[src/rtl/ser_regif_pkg.sv]
package ser_regif_pkg;
  localparam int unsigned REG_W = 24;
  localparam int unsigned CNT_W = $clog2(REG_W + 1);

  typedef enum logic [2:0] {
    A_STAT = 3'd0, A_DATA = 3'd1, A_MODE = 3'd2, A_FILT = 3'd3,
    A_DAC  = 3'd4, A_OFFS = 3'd5, A_GAIN = 3'd6, A_TEST = 3'd7
  } addr_e;

  typedef enum logic [1:0] {
    RW_WR = 2'b00, RW_RD = 2'b01, RW_CONT_ON = 2'b10, RW_NOP = 2'b11
  } rw_e;

  typedef enum logic {PH_CMD = 1'b0, PH_XFER = 1'b1} phase_e;

  localparam logic [15:0]      MODE_RST = 16'h01B0;
  localparam logic [REG_W-1:0] FILT_RST = 24'h200010;
  localparam logic [7:0]       DAC_RST  = 8'h20;
  localparam logic [REG_W-1:0] OFFS_RST = 24'h800000;
  localparam logic [REG_W-1:0] GAIN_RST = 24'h59AEE7;
  localparam logic [REG_W-1:0] TEST_RST = 24'h000000;

  localparam int unsigned MODE_WL_BIT = 8;

  function automatic logic [CNT_W-1:0] reg_len(addr_e a, logic wl);
    case (a)
      A_STAT, A_DAC: reg_len = CNT_W'(8);
      A_MODE:        reg_len = CNT_W'(16);
      A_DATA:        reg_len = wl ? CNT_W'(24) : CNT_W'(16);
      default:       reg_len = CNT_W'(24);
    endcase
  endfunction
endpackage

[src/rtl/ser_edge.sv]
module ser_edge (
  input  logic clk_i,
  input  logic rst_ni,
  input  logic sclk_i,
  output logic rise_o,
  output logic fall_o
);
  logic sclk_q;

  always_ff @(posedge clk_i or negedge rst_ni) begin
    if (!rst_ni) sclk_q <= 1'b1;
    else         sclk_q <= sclk_i;
  end

  assign rise_o = sclk_i & ~sclk_q;
  assign fall_o = ~sclk_i & sclk_q;
endmodule

[src/rtl/ser_result.sv]
module ser_result #(
  parameter int unsigned DW = 24
) (
  input  logic          clk_i,
  input  logic          rst_ni,
  input  logic          vld_i,
  input  logic [DW-1:0] val_i,
  input  logic          busy_i,
  input  logic          rd_done_i,
  output logic [DW-1:0] data_o,
  output logic          rdy_o,
  output logic          seen_o
);
  logic [DW-1:0] data_q, pend_q;
  logic          pend_vld_q, rdy_q, seen_q;

  always_ff @(posedge clk_i or negedge rst_ni) begin
    if (!rst_ni) begin
      data_q     <= '0;
      pend_q     <= '0;
      pend_vld_q <= 1'b0;
      rdy_q      <= 1'b0;
      seen_q     <= 1'b0;
    end else begin
      if (rd_done_i) rdy_q <= 1'b0;
      if (vld_i && busy_i) begin
        pend_q     <= val_i;
        pend_vld_q <= 1'b1;
      end else if (vld_i) begin
        data_q     <= val_i;
        pend_vld_q <= 1'b0;
        rdy_q      <= 1'b1;
        seen_q     <= 1'b1;
      end else if (pend_vld_q && !busy_i) begin
        data_q     <= pend_q;
        pend_vld_q <= 1'b0;
        rdy_q      <= 1'b1;
        seen_q     <= 1'b1;
      end
    end
  end

  assign data_o = data_q;
  assign rdy_o  = rdy_q;
  assign seen_o = seen_q;

  p_rdy_clr_r7: assert property (@(posedge clk_i) disable iff (!rst_ni)
    rd_done_i |=> !rdy_o);
  p_rdy_set_r7: assert property (@(posedge clk_i) disable iff (!rst_ni)
    (vld_i && !busy_i) |=> (rdy_o && data_o == $past(val_i)));
  p_hold_r8: assert property (@(posedge clk_i) disable iff (!rst_ni)
    busy_i |=> $stable(data_o));
  p_pend_r8: assert property (@(posedge clk_i) disable iff (!rst_ni)
    (vld_i && busy_i) |=> pend_vld_q);
endmodule

[src/rtl/ser_regfile.sv]
module ser_regfile
  import ser_regif_pkg::*;
#(
  parameter int unsigned NUM_BANKS = 3
) (
  input  logic             clk_i,
  input  logic             rst_ni,
  input  logic             wr_en_i,
  input  addr_e            wr_addr_i,
  input  logic [REG_W-1:0] wr_data_i,
  input  addr_e            rd_addr_i,
  input  logic [REG_W-1:0] data_i,
  input  logic             rdy_i,
  input  logic             seen_i,
  output logic             wl_o,
  output logic [REG_W-1:0] rd_val_o
);
  logic [15:0]      mode_q;
  logic [REG_W-1:0] filt_q, test_q;
  logic [7:0]       dac_q;
  logic [REG_W-1:0] offs_q [NUM_BANKS];
  logic [REG_W-1:0] gain_q [NUM_BANKS];
  logic [1:0]       bank;

  // channel values past the last bank alias onto it
  assign bank = (int'(mode_q[1:0]) >= NUM_BANKS) ? 2'(NUM_BANKS - 1) : mode_q[1:0];

  always_ff @(posedge clk_i or negedge rst_ni) begin
    if (!rst_ni) begin
      mode_q <= MODE_RST;
      filt_q <= FILT_RST;
      dac_q  <= DAC_RST;
      test_q <= TEST_RST;
      for (int b = 0; b < NUM_BANKS; b++) begin
        offs_q[b] <= OFFS_RST;
        gain_q[b] <= GAIN_RST;
      end
    end else if (wr_en_i) begin
      case (wr_addr_i)
        A_MODE: mode_q <= wr_data_i[15:0];
        A_FILT: filt_q <= wr_data_i;
        A_DAC:  dac_q  <= wr_data_i[7:0];
        A_TEST: test_q <= wr_data_i;
        A_OFFS: offs_q[bank] <= wr_data_i;
        A_GAIN: gain_q[bank] <= wr_data_i;
        default: ;
      endcase
    end
  end

  assign wl_o = mode_q[MODE_WL_BIT];

  always_comb begin
    case (rd_addr_i)
      A_STAT: rd_val_o = {16'b0, ~rdy_i, ~seen_i, (mode_q[15:13] == 3'b011),
                          1'b0, mode_q[15:12]};
      A_DATA: rd_val_o = wl_o ? data_i : {8'b0, data_i[REG_W-1:8]};
      A_MODE: rd_val_o = {8'b0, mode_q};
      A_FILT: rd_val_o = filt_q;
      A_DAC:  rd_val_o = {16'b0, dac_q};
      A_OFFS: rd_val_o = offs_q[bank];
      A_GAIN: rd_val_o = gain_q[bank];
      default: rd_val_o = test_q;
    endcase
  end

  p_mode_hold_r1: assert property (@(posedge clk_i) disable iff (!rst_ni)
    !(wr_en_i && wr_addr_i == A_MODE) |=> $stable(mode_q));
  p_ro_filt_r9: assert property (@(posedge clk_i) disable iff (!rst_ni)
    (wr_en_i && (wr_addr_i == A_STAT || wr_addr_i == A_DATA)) |=> $stable(filt_q));
endmodule

[src/rtl/ser_regif.sv]
module ser_regif
  import ser_regif_pkg::*;
#(
  parameter int unsigned NUM_BANKS = 3
) (
  input  logic        clk_i,
  input  logic        rst_ni,
  input  logic        sclk_i,
  input  logic        cs_ni,
  input  logic        sdi_i,
  input  logic        res_vld_i,
  input  logic [23:0] res_data_i,
  output logic        sdo_o,
  output logic        rdy_o
);
  phase_e           phase_q;
  addr_e            tgt_q;
  logic             wr_q, cont_q, active_q, sdo_q;
  logic [CNT_W-1:0] bit_cnt_q, len;
  logic [REG_W-1:0] rx_q, tx_q, rx_next, rd_val, rd_word, data;
  logic             rise, fall, wl, last, seen, wr_en, rd_done, data_busy;
  logic [7:0]       cmd_byte;
  rw_e              cmd_rw;
  addr_e            cmd_sel;

  ser_edge u_edge (
    .clk_i(clk_i), .rst_ni(rst_ni), .sclk_i(sclk_i), .rise_o(rise), .fall_o(fall)
  );

  assign rx_next  = {rx_q[REG_W-2:0], sdi_i};
  assign cmd_byte = rx_next[7:0];
  assign cmd_rw   = rw_e'(cmd_byte[5:4]);
  assign cmd_sel  = addr_e'(cmd_byte[2:0]);
  assign len      = reg_len(tgt_q, wl);
  assign last     = (bit_cnt_q == len - CNT_W'(1));
  assign rd_word  = rd_val << (CNT_W'(REG_W) - len);

  assign wr_en     = rise && !cs_ni && phase_q == PH_XFER && wr_q && last;
  assign rd_done   = rise && !cs_ni && phase_q == PH_XFER && !wr_q && last && tgt_q == A_DATA;
  assign data_busy = active_q && !wr_q && tgt_q == A_DATA;

  always_ff @(posedge clk_i or negedge rst_ni) begin
    if (!rst_ni) begin
      phase_q   <= PH_CMD;
      tgt_q     <= A_STAT;
      wr_q      <= 1'b0;
      cont_q    <= 1'b0;
      active_q  <= 1'b0;
      bit_cnt_q <= '0;
      rx_q      <= '0;
      tx_q      <= '0;
      sdo_q     <= 1'b0;
    end else if (cs_ni) begin
      bit_cnt_q <= '0;
      active_q  <= 1'b0;
      if (!cont_q) phase_q <= PH_CMD;
    end else begin
      if (fall) begin
        // first falling edge of a transfer loads the live register value
        if (phase_q == PH_XFER && !active_q) begin
          sdo_q    <= rd_word[REG_W-1];
          tx_q     <= rd_word << 1;
          active_q <= 1'b1;
        end else begin
          sdo_q <= tx_q[REG_W-1];
          tx_q  <= tx_q << 1;
        end
      end
      if (rise) begin
        rx_q <= rx_next;
        if (phase_q == PH_CMD) begin
          if (bit_cnt_q == CNT_W'(7)) begin
            bit_cnt_q <= '0;
            if (!cmd_byte[7]) begin
              case (cmd_rw)
                RW_WR: if (cmd_sel != A_STAT) begin
                  phase_q <= PH_XFER; tgt_q <= cmd_sel; wr_q <= 1'b1;
                end
                RW_RD: begin
                  phase_q <= PH_XFER; tgt_q <= cmd_sel; wr_q <= 1'b0;
                end
                RW_CONT_ON: if (cmd_sel == A_DATA) begin
                  phase_q <= PH_XFER; tgt_q <= A_DATA; wr_q <= 1'b0; cont_q <= 1'b1;
                end
                default: ;
              endcase
            end
          end else begin
            bit_cnt_q <= bit_cnt_q + CNT_W'(1);
          end
        end else begin
          if (cont_q && bit_cnt_q == CNT_W'(7) && !cmd_byte[7] && cmd_rw == RW_NOP)
            cont_q <= 1'b0;
          if (last) begin
            bit_cnt_q <= '0;
            active_q  <= 1'b0;
            if (!cont_q) phase_q <= PH_CMD;
          end else begin
            bit_cnt_q <= bit_cnt_q + CNT_W'(1);
          end
        end
      end
    end
  end

  ser_result #(.DW(REG_W)) u_result (
    .clk_i(clk_i), .rst_ni(rst_ni), .vld_i(res_vld_i), .val_i(res_data_i),
    .busy_i(data_busy), .rd_done_i(rd_done), .data_o(data), .rdy_o(rdy_o),
    .seen_o(seen)
  );

  ser_regfile #(.NUM_BANKS(NUM_BANKS)) u_regs (
    .clk_i(clk_i), .rst_ni(rst_ni), .wr_en_i(wr_en), .wr_addr_i(tgt_q),
    .wr_data_i(rx_next), .rd_addr_i(tgt_q), .data_i(data), .rdy_i(rdy_o),
    .seen_i(seen), .wl_o(wl), .rd_val_o(rd_val)
  );

  assign sdo_o = sdo_q;

  p_cnt_range_r2: assert property (@(posedge clk_i) disable iff (!rst_ni)
    bit_cnt_q < CNT_W'(REG_W));
  p_abort_r10: assert property (@(posedge clk_i) disable iff (!rst_ni)
    cs_ni |=> (bit_cnt_q == '0 && !active_q));
  p_cont_phase_r11: assert property (@(posedge clk_i) disable iff (!rst_ni)
    cont_q |-> phase_q == PH_XFER);
  p_ignore_we_r12: assert property (@(posedge clk_i) disable iff (!rst_ni)
    (rise && !cs_ni && phase_q == PH_CMD && bit_cnt_q == CNT_W'(7) && cmd_byte[7])
    |=> phase_q == PH_CMD);
endmodule

[config.mk]
export PLATFORM = sky130hd
export DESIGN_NAME = ser_regif
export DESIGN_NICKNAME = d
export VERILOG_FILES = /design/src/rtl/ser_regif_pkg.sv /design/src/rtl/ser_edge.sv /design/src/rtl/ser_result.sv /design/src/rtl/ser_regfile.sv /design/src/rtl/ser_regif.sv
export SDC_FILE = /design/constraint.sdc
export NUM_CORES = 1
export LEC_CHECK = 0
export BUFFER_PORTS_ARGS = -buffer_cell sky130_fd_sc_hd__buf_2
export CAP_MARGIN = 15
export CORE_MARGIN = 10
export CORE_UTILIZATION = 50
export CTS_CLUSTER_DIAMETER = 100
export DETAILED_ROUTE_END_ITERATION = 8
export PLACE_DENSITY = 0.68
export RECOVER_POWER = 100
export SKIP_LAST_GASP = 1
export SYNTH_ARGS = -nofsm -noshare
export SYNTH_HDL_FRONTEND = slang
export SYNTH_SLANG_ARGS = --single-unit
[constraint.sdc]
create_clock -name clk_i -period 2.75 [get_ports clk_i]
set_clock_uncertainty 0.05 [all_clocks]
set_input_delay 0.825 -clock clk_i [delete_from_list [all_inputs] [get_ports clk_i]]
set_output_delay 0.825 -clock clk_i [all_outputs]
set_load 0.02 [all_outputs]
# After elaboration in Yosys (flattened, before gate mapping)
# Index checks and enable logic that the tools add are counted.
# word_totals
register_bits	328
in_bits	30
output_inout_bits	2
wordCells	168
# classes
add_sub_neg	3
order_cmp	3
n_eq_ne	19
shifts	1
n_mux	62
bitwise_logic	11
n_reduce_logical	44
# ops
op	n
two-way mux 24 bit	9
one-hot mux 24 bit (7 select lines)	1
bitwise mux 72 bit	2
binary-select mux 24 bit (select 2 bit)	2
demux 24 bit (select 2 bit)	1
two-way mux 1 bit	34
two-way mux 5 bit	5
<< shifter 24 x 5 -> 24 bit	1
AND reduction 2 bit	10
logical AND 1 bit	16
one-hot mux 5 bit (3 select lines)	1
== test 3 bit, second input constant	4
nonzero test 2 bit	5
== test 3 x 2 -> 1 bit, second input constant	3
one-hot mux 3 bit (3 select lines)	1
nonzero test 3 bit	3
inequality test 2 bit, second input constant	4
NOT 1 bit	8
AND reduction 8 bit	1
AND reduction 7 bit	1
== test 3 x 1 -> 1 bit, second input constant	2
two-way mux 3 bit	2
one-hot mux 1 bit (3 select lines)	2
adder 5 x 1 -> 5 bit, second input constant	1
other kinds (18)	24

# Depth between registers and ports, before layout
# depth
word_depth	11
depth_mapped	10
ltp_nobuf	7

# Cells and area by module
# Synthesis repeated with hierarchy kept, for this count alone.
# unflattened
hier_cells	1288
area_unflattened_um2	15830.2
# by_module_without_submodules
module	n_inst	cells_per_inst	area_per_inst_um2	seq_area_each_um2
ser_regfile	1	844	10696.5	5474.0
ser_regif	1	269	2946.6	1476.4
ser_result	1	172	2145.8	1276.2
ser_edge	1	3	41.3	26.3

# Worst setup path before layout
# No wires, ideal clock.
# synth_timing
path_type	reg-to-reg
start	reg u_regs.mode_q[8]
end	reg u_regs.mode_q[10]
setup_ns	0.125
arrival_ns	2.415
required_time_ns	2.575
setup_slack_ns	0.160
stages_incl_launch_ff	9
n_path_buf	2
synth_period_minus_slack_ns	2.590
path_cell_list	dfstp_2 o21ai_0 a21oi_2 xor2_1 nor4b_4 and4_1 buf_2 buf_4 mux2_2
# synth_between
elab_chain_cells	6
# synth_lines
element	line_no	rtl
start, declared	ser_regfile.sv:18	logic [15:0] mode_q;
start signal, assigned	ser_regfile.sv:40	A_MODE: mode_q <= wr_data_i[15:0];
two-way mux 4 bit	ser_regif_pkg.sv:29	A_DATA: reg_len = wl ? CNT_W'(24) : CNT_W'(16);
one-hot mux 5 bit (3 select lines)	ser_regif_pkg.sv:26	case (a)
subtractor 5 x 1 -> 5 bit	ser_regif.sv:35	assign last = (bit_cnt_q == len - CNT_W'(1));
== test 5 bit	ser_regif.sv:35	
logical AND 1 bit	ser_regif.sv:38	assign wr_en = rise && !cs_ni && phase_q == PH_XFER && wr_q && last;
AND reduction 2 bit (no line)	--	
# Every way passes these cells.
# A chain may end at the register's enable or synchronous reset.

# Worst setup path after layout
# layout_timing
start	reg tgt_q[2]
end	reg u_regs.offs_q[1] (netlist name)
# layout_between
elab_chain_cells	7
# layout_lines
element	line_no	rtl
start, declared	ser_regif.sv:17	addr_e tgt_q;
start signal, assigned	ser_regif.sv:45	tgt_q <= A_STAT;
start signal, assigned	ser_regif.sv:77	phase_q <= PH_XFER; tgt_q <= cmd_sel; wr_q <= 1'b1;
start signal, assigned	ser_regif.sv:80	phase_q <= PH_XFER; tgt_q <= cmd_sel; wr_q <= 1'b0;
== test 3 bit / logical NOT 3 bit (equally long branches)	ser_regif_pkg.sv:26	
OR reduction 2 bit	ser_regif_pkg.sv:26	
one-hot mux 5 bit (3 select lines)	ser_regif_pkg.sv:26	
subtractor 5 x 1 -> 5 bit	ser_regif.sv:35	
== test 5 bit	ser_regif.sv:35	
logical AND 1 bit	ser_regif.sv:38	
AND reduction 2 bit (no line) (*)	--	
end signal, assigned by index	ser_regfile.sv:44	A_OFFS: offs_q[bank] <= wr_data_i;
end, declared	ser_regfile.sv:21	logic [REG_W-1:0] offs_q [NUM_BANKS];
# Mark *: on every way between the ends. The rest lies on a longest branch, timed or not.

==> run summary <==
- total clock buffers created by CTS: 35
- fill cell total of the finished layout: 2592
- post-synthesis sequential area ratio: 52.9%
- number of enable flip-flop cells after synthesis: 0
- I/O pin count: 32
- type of destination of the critical path: register
- post-synthesis area per instance: 11.5 sq um
- share of the clock period used by the worst path: 97.4%
- post-synth top area share: 43.5%
- number of different library cells in the post-synthesis netlist: 64
- startpoint kind of the worst setup timing path: register
- most area-consuming cells after synthesis: dfrtp_1 (44%), mux2_2 (17%), dfstp_2 (9.4%)
- Tot Pwr: 10500 uW
- Syn Inst Count: 1361
- sequential cell area: 0.00826 sq mm
- clock tree from TritonCTS: yes
- routability congestion estimate from global placement: 0.935
- max_slew headroom: -21.0%
- Clock H-tree levels: 2
- ANT nets after route: 0
- synthesized cell area: 0.0156 sq mm
- total vias in the final route: 11200
- Tot GR Track Use: 21.7%
- maximum capacitance violations: 3
- Initial Util: 50.8%
- final hold violations: 0
- maximum number of pins on one net before global-route repair: 74
- cell-by-cell trace of the critical path: buf_12 -> nor2_1 -> a21oi_2 -> nor2_1 -> nor4b_4 -> buf_12 -> and4_4 -> buf_12 -> mux2_2
- clock tree root driver cell: clkbuf_16
- post-synthesis net count: 1397
- worst setup path class: reg2reg
- Max Clock Freq: 373 MHz
- Core Rows: 64
- violations in the final reports: capacitance limit, slew limit
- share of layout cells above drive strength 1: 33.2%
- cell at the slowest stage of the critical path: dfrtp_2
- total die area: 0.0386 sq mm
- total congestion overflow after global routing: 0
- final design utilization: 57.5%
- arrival time reported for the critical path endpoint: 3.03 ns
- wire length of the first global-routing pass: 66.8 mm
- drt drc: 0
- cts hold-fix bufs: 0
- result of the run: finished with violations
- worst-margin pin slew: 1.81 ns
- P_leak: 0.00803 uW
- number of global-route vias before repair: 11200
- max-slew violation count: 208
- final setup violation count: 0
- CTS sink count: 327
- required time worst endpoint: 3.10 ns
- most frequent cells in the layout: dfrtp_1 (267), mux2_2 (233), nand2_1 (123)
- total power per unit cell area: 596 mW/mm^2
- largest area contributor in the netlist: dfrtp_1
- Synth Flop Type: dfrtp_1
- number of warnings issued by yosys: 0
- vias per std cell: 6.14
- total core area: 0.0307 sq mm
- largest fanout of any net on the critical path: 15
- slowest stage delay, CP: 0.44 ns
- nets: 1441
- detailed-router iteration count before antenna repair: 7
- most common library cell in the layout ignoring fill and taps: dfrtp_1
- 1st-iter DRT viols: 1145
- final WL: 42.8 mm
- path class of the lowest-slack min-delay path: in2async
- time the worst path needs with I/O delays and setup: 2.68 ns
- maximum VDD drop: 0.389 mV
- clock slew seen by the registers of the worst setup and hold paths: 0.06 ns
- library cell appearing most often on the critical path: buf_12
- Yosys reg bits: 327
- area of the multi-input gates: 0.00677 sq mm
- clk_lat worst skew: 0.52 ns
- Routed wire per std cell: 23.4 microns
- CTS Buffer Depth: 3
- number of antenna violations at the first check in global routing: 1
- count of input and output buffers: 31
- layout-stage area growth over the synthesis result: 13.1%
- final total negative setup slack: 0 ns
- fraction of registers with async set or reset after synthesis: 100%
- RSZ-0062 raised after global routing: yes
- vertical extent of the die: 197 microns
- Detailed Place HPWL: 29.1 mm
- overall die width: 197 microns
## cells by family (layout without fill, tap and decap cells)
kind of cell / Yosys count / in the layout / share of synthesized area, %
multiplexers: 325 / 325 / 22.8
AND/OR/NAND/NOR: 313 / 313 / 9.62
buffers and inverters: 124 / 195 / 3.33
other: 0 / 1 / 0
XOR/XNOR: 3 / 3 / 0.169
adder cells (fa/ha/maj): 6 / 6 / 0.482
AO/OA/AOI/OAI: 263 / 263 / 10.6
flip-flops: 327 / 327 / 52.9
## worst paths after layout
kind                       slack, ns                  end             start  cells after the start
hold reg to reg                 0.44     u_regs.filt_q[3]  u_regs.filt_q[3]                      1
min in group clk_i              0.38        u_edge.sclk_q            sclk_i                      1
hold / removal                  0.14     u_regs.offs_q[3]            rst_ni                      1
setup / recovery                0.07     u_regs.offs_q[1]          tgt_q[2]                      9
max in group asynchronous       0.43  u_result.data_o[13]            rst_ni                      2
setup reg to reg                0.07     u_regs.offs_q[1]          tgt_q[2]                      9
## metal layers
layer  track usage (%)  wire length [microns]  vias up
met5                 0                      0        -
met4              5.64                    937        0
met3              3.14                   2670       65
met2              34.4                  20100      353
met1              30.7                  19000     5832
li1                  -                      -     4982
## flip-flops by register name, summed over array words and instances, names as in the netlist, 3 cells and up
name,flops
u_result.data_o,24
rx_q,23
u_regs.gain_q,72
u_regs.test_q,24
u_regs.filt_q,24
tgt_q,3
bit_cnt_q,5
u_regs.offs_q,72
u_result.pend_q,24
u_regs.mode_q,16
tx_q,23
u_regs.dac_q,8
## layout make-up
type                            count  share of cell area [%]
Antenna cell                        1                  0.0142
Multi-Input combinational cell    910                    38.4
Tap cell                          396                    2.81
Inverter                            9                   0.192
Clock inverter                     11                   0.539
Sequential cell                   327                    46.8
Timing Repair Buffer              122                    5.32
Clock buffer                       53                    5.87
## worst max-delay path, delay by kind of cell, from the launching register on
kind / cells / cell delay, ns
flip-flops: 1 / 0.44
AND/OR/NAND/NOR: 4 / 0.88
AO/OA/AOI/OAI: 1 / 0.28
buffers and inverters: 3 / 0.54
multiplexers: 1 / 0.35
## Yosys cell counts, drive strengths merged (4+ instances only)
cell type and number:
o221ai 6, a211oi 4, nand3b 4, clkbuf 80, dfstp 56, nor2 92
and3 4, a31oi 8, nand2b 14, o31ai 6, inv 9, mux2 244
nand2 123, a21oi 69, and2 4, nor3 11, o21ai 80, dfrtp 271
nand3 17, ha 6, nor2b 13, o211ai 19, a221oi 11, a22oi 13
or3 8, and4 4, o2bb2ai 6, buf 35, o2111ai 4, nand4 7
mux2i 81, o22ai 10
## repair_timing
| item | in CTS | in global routing |
|---|---|---|
| endpoints found under the setup margin | 0 | 49 |
| gates resized for setup | 0 | 6 |
| buffers inserted | 0 | 3 |
## power by group
group / switching, uW / internal [uW]
combinational: 414 / 227
sequential: 252 / 5000
clock: 1910 / 2710
## through the flow
step           hold WS (ns)  setup WS, ns  area (sq um)  std cells
2_1_floorplan         0.384         0.160         15600       1361
3_3_place_gp          0.414        0.0791         16600       1758
3_5_place_dp          0.421        0.0305         16600       1758
4_1_cts               0.164        0.0688         17700       1822
5_1_grt               0.150       -0.0276         17600       1828
6_report              0.142        0.0707         17600       1829
No activity file was read; power rests on OpenSTA's default activity.
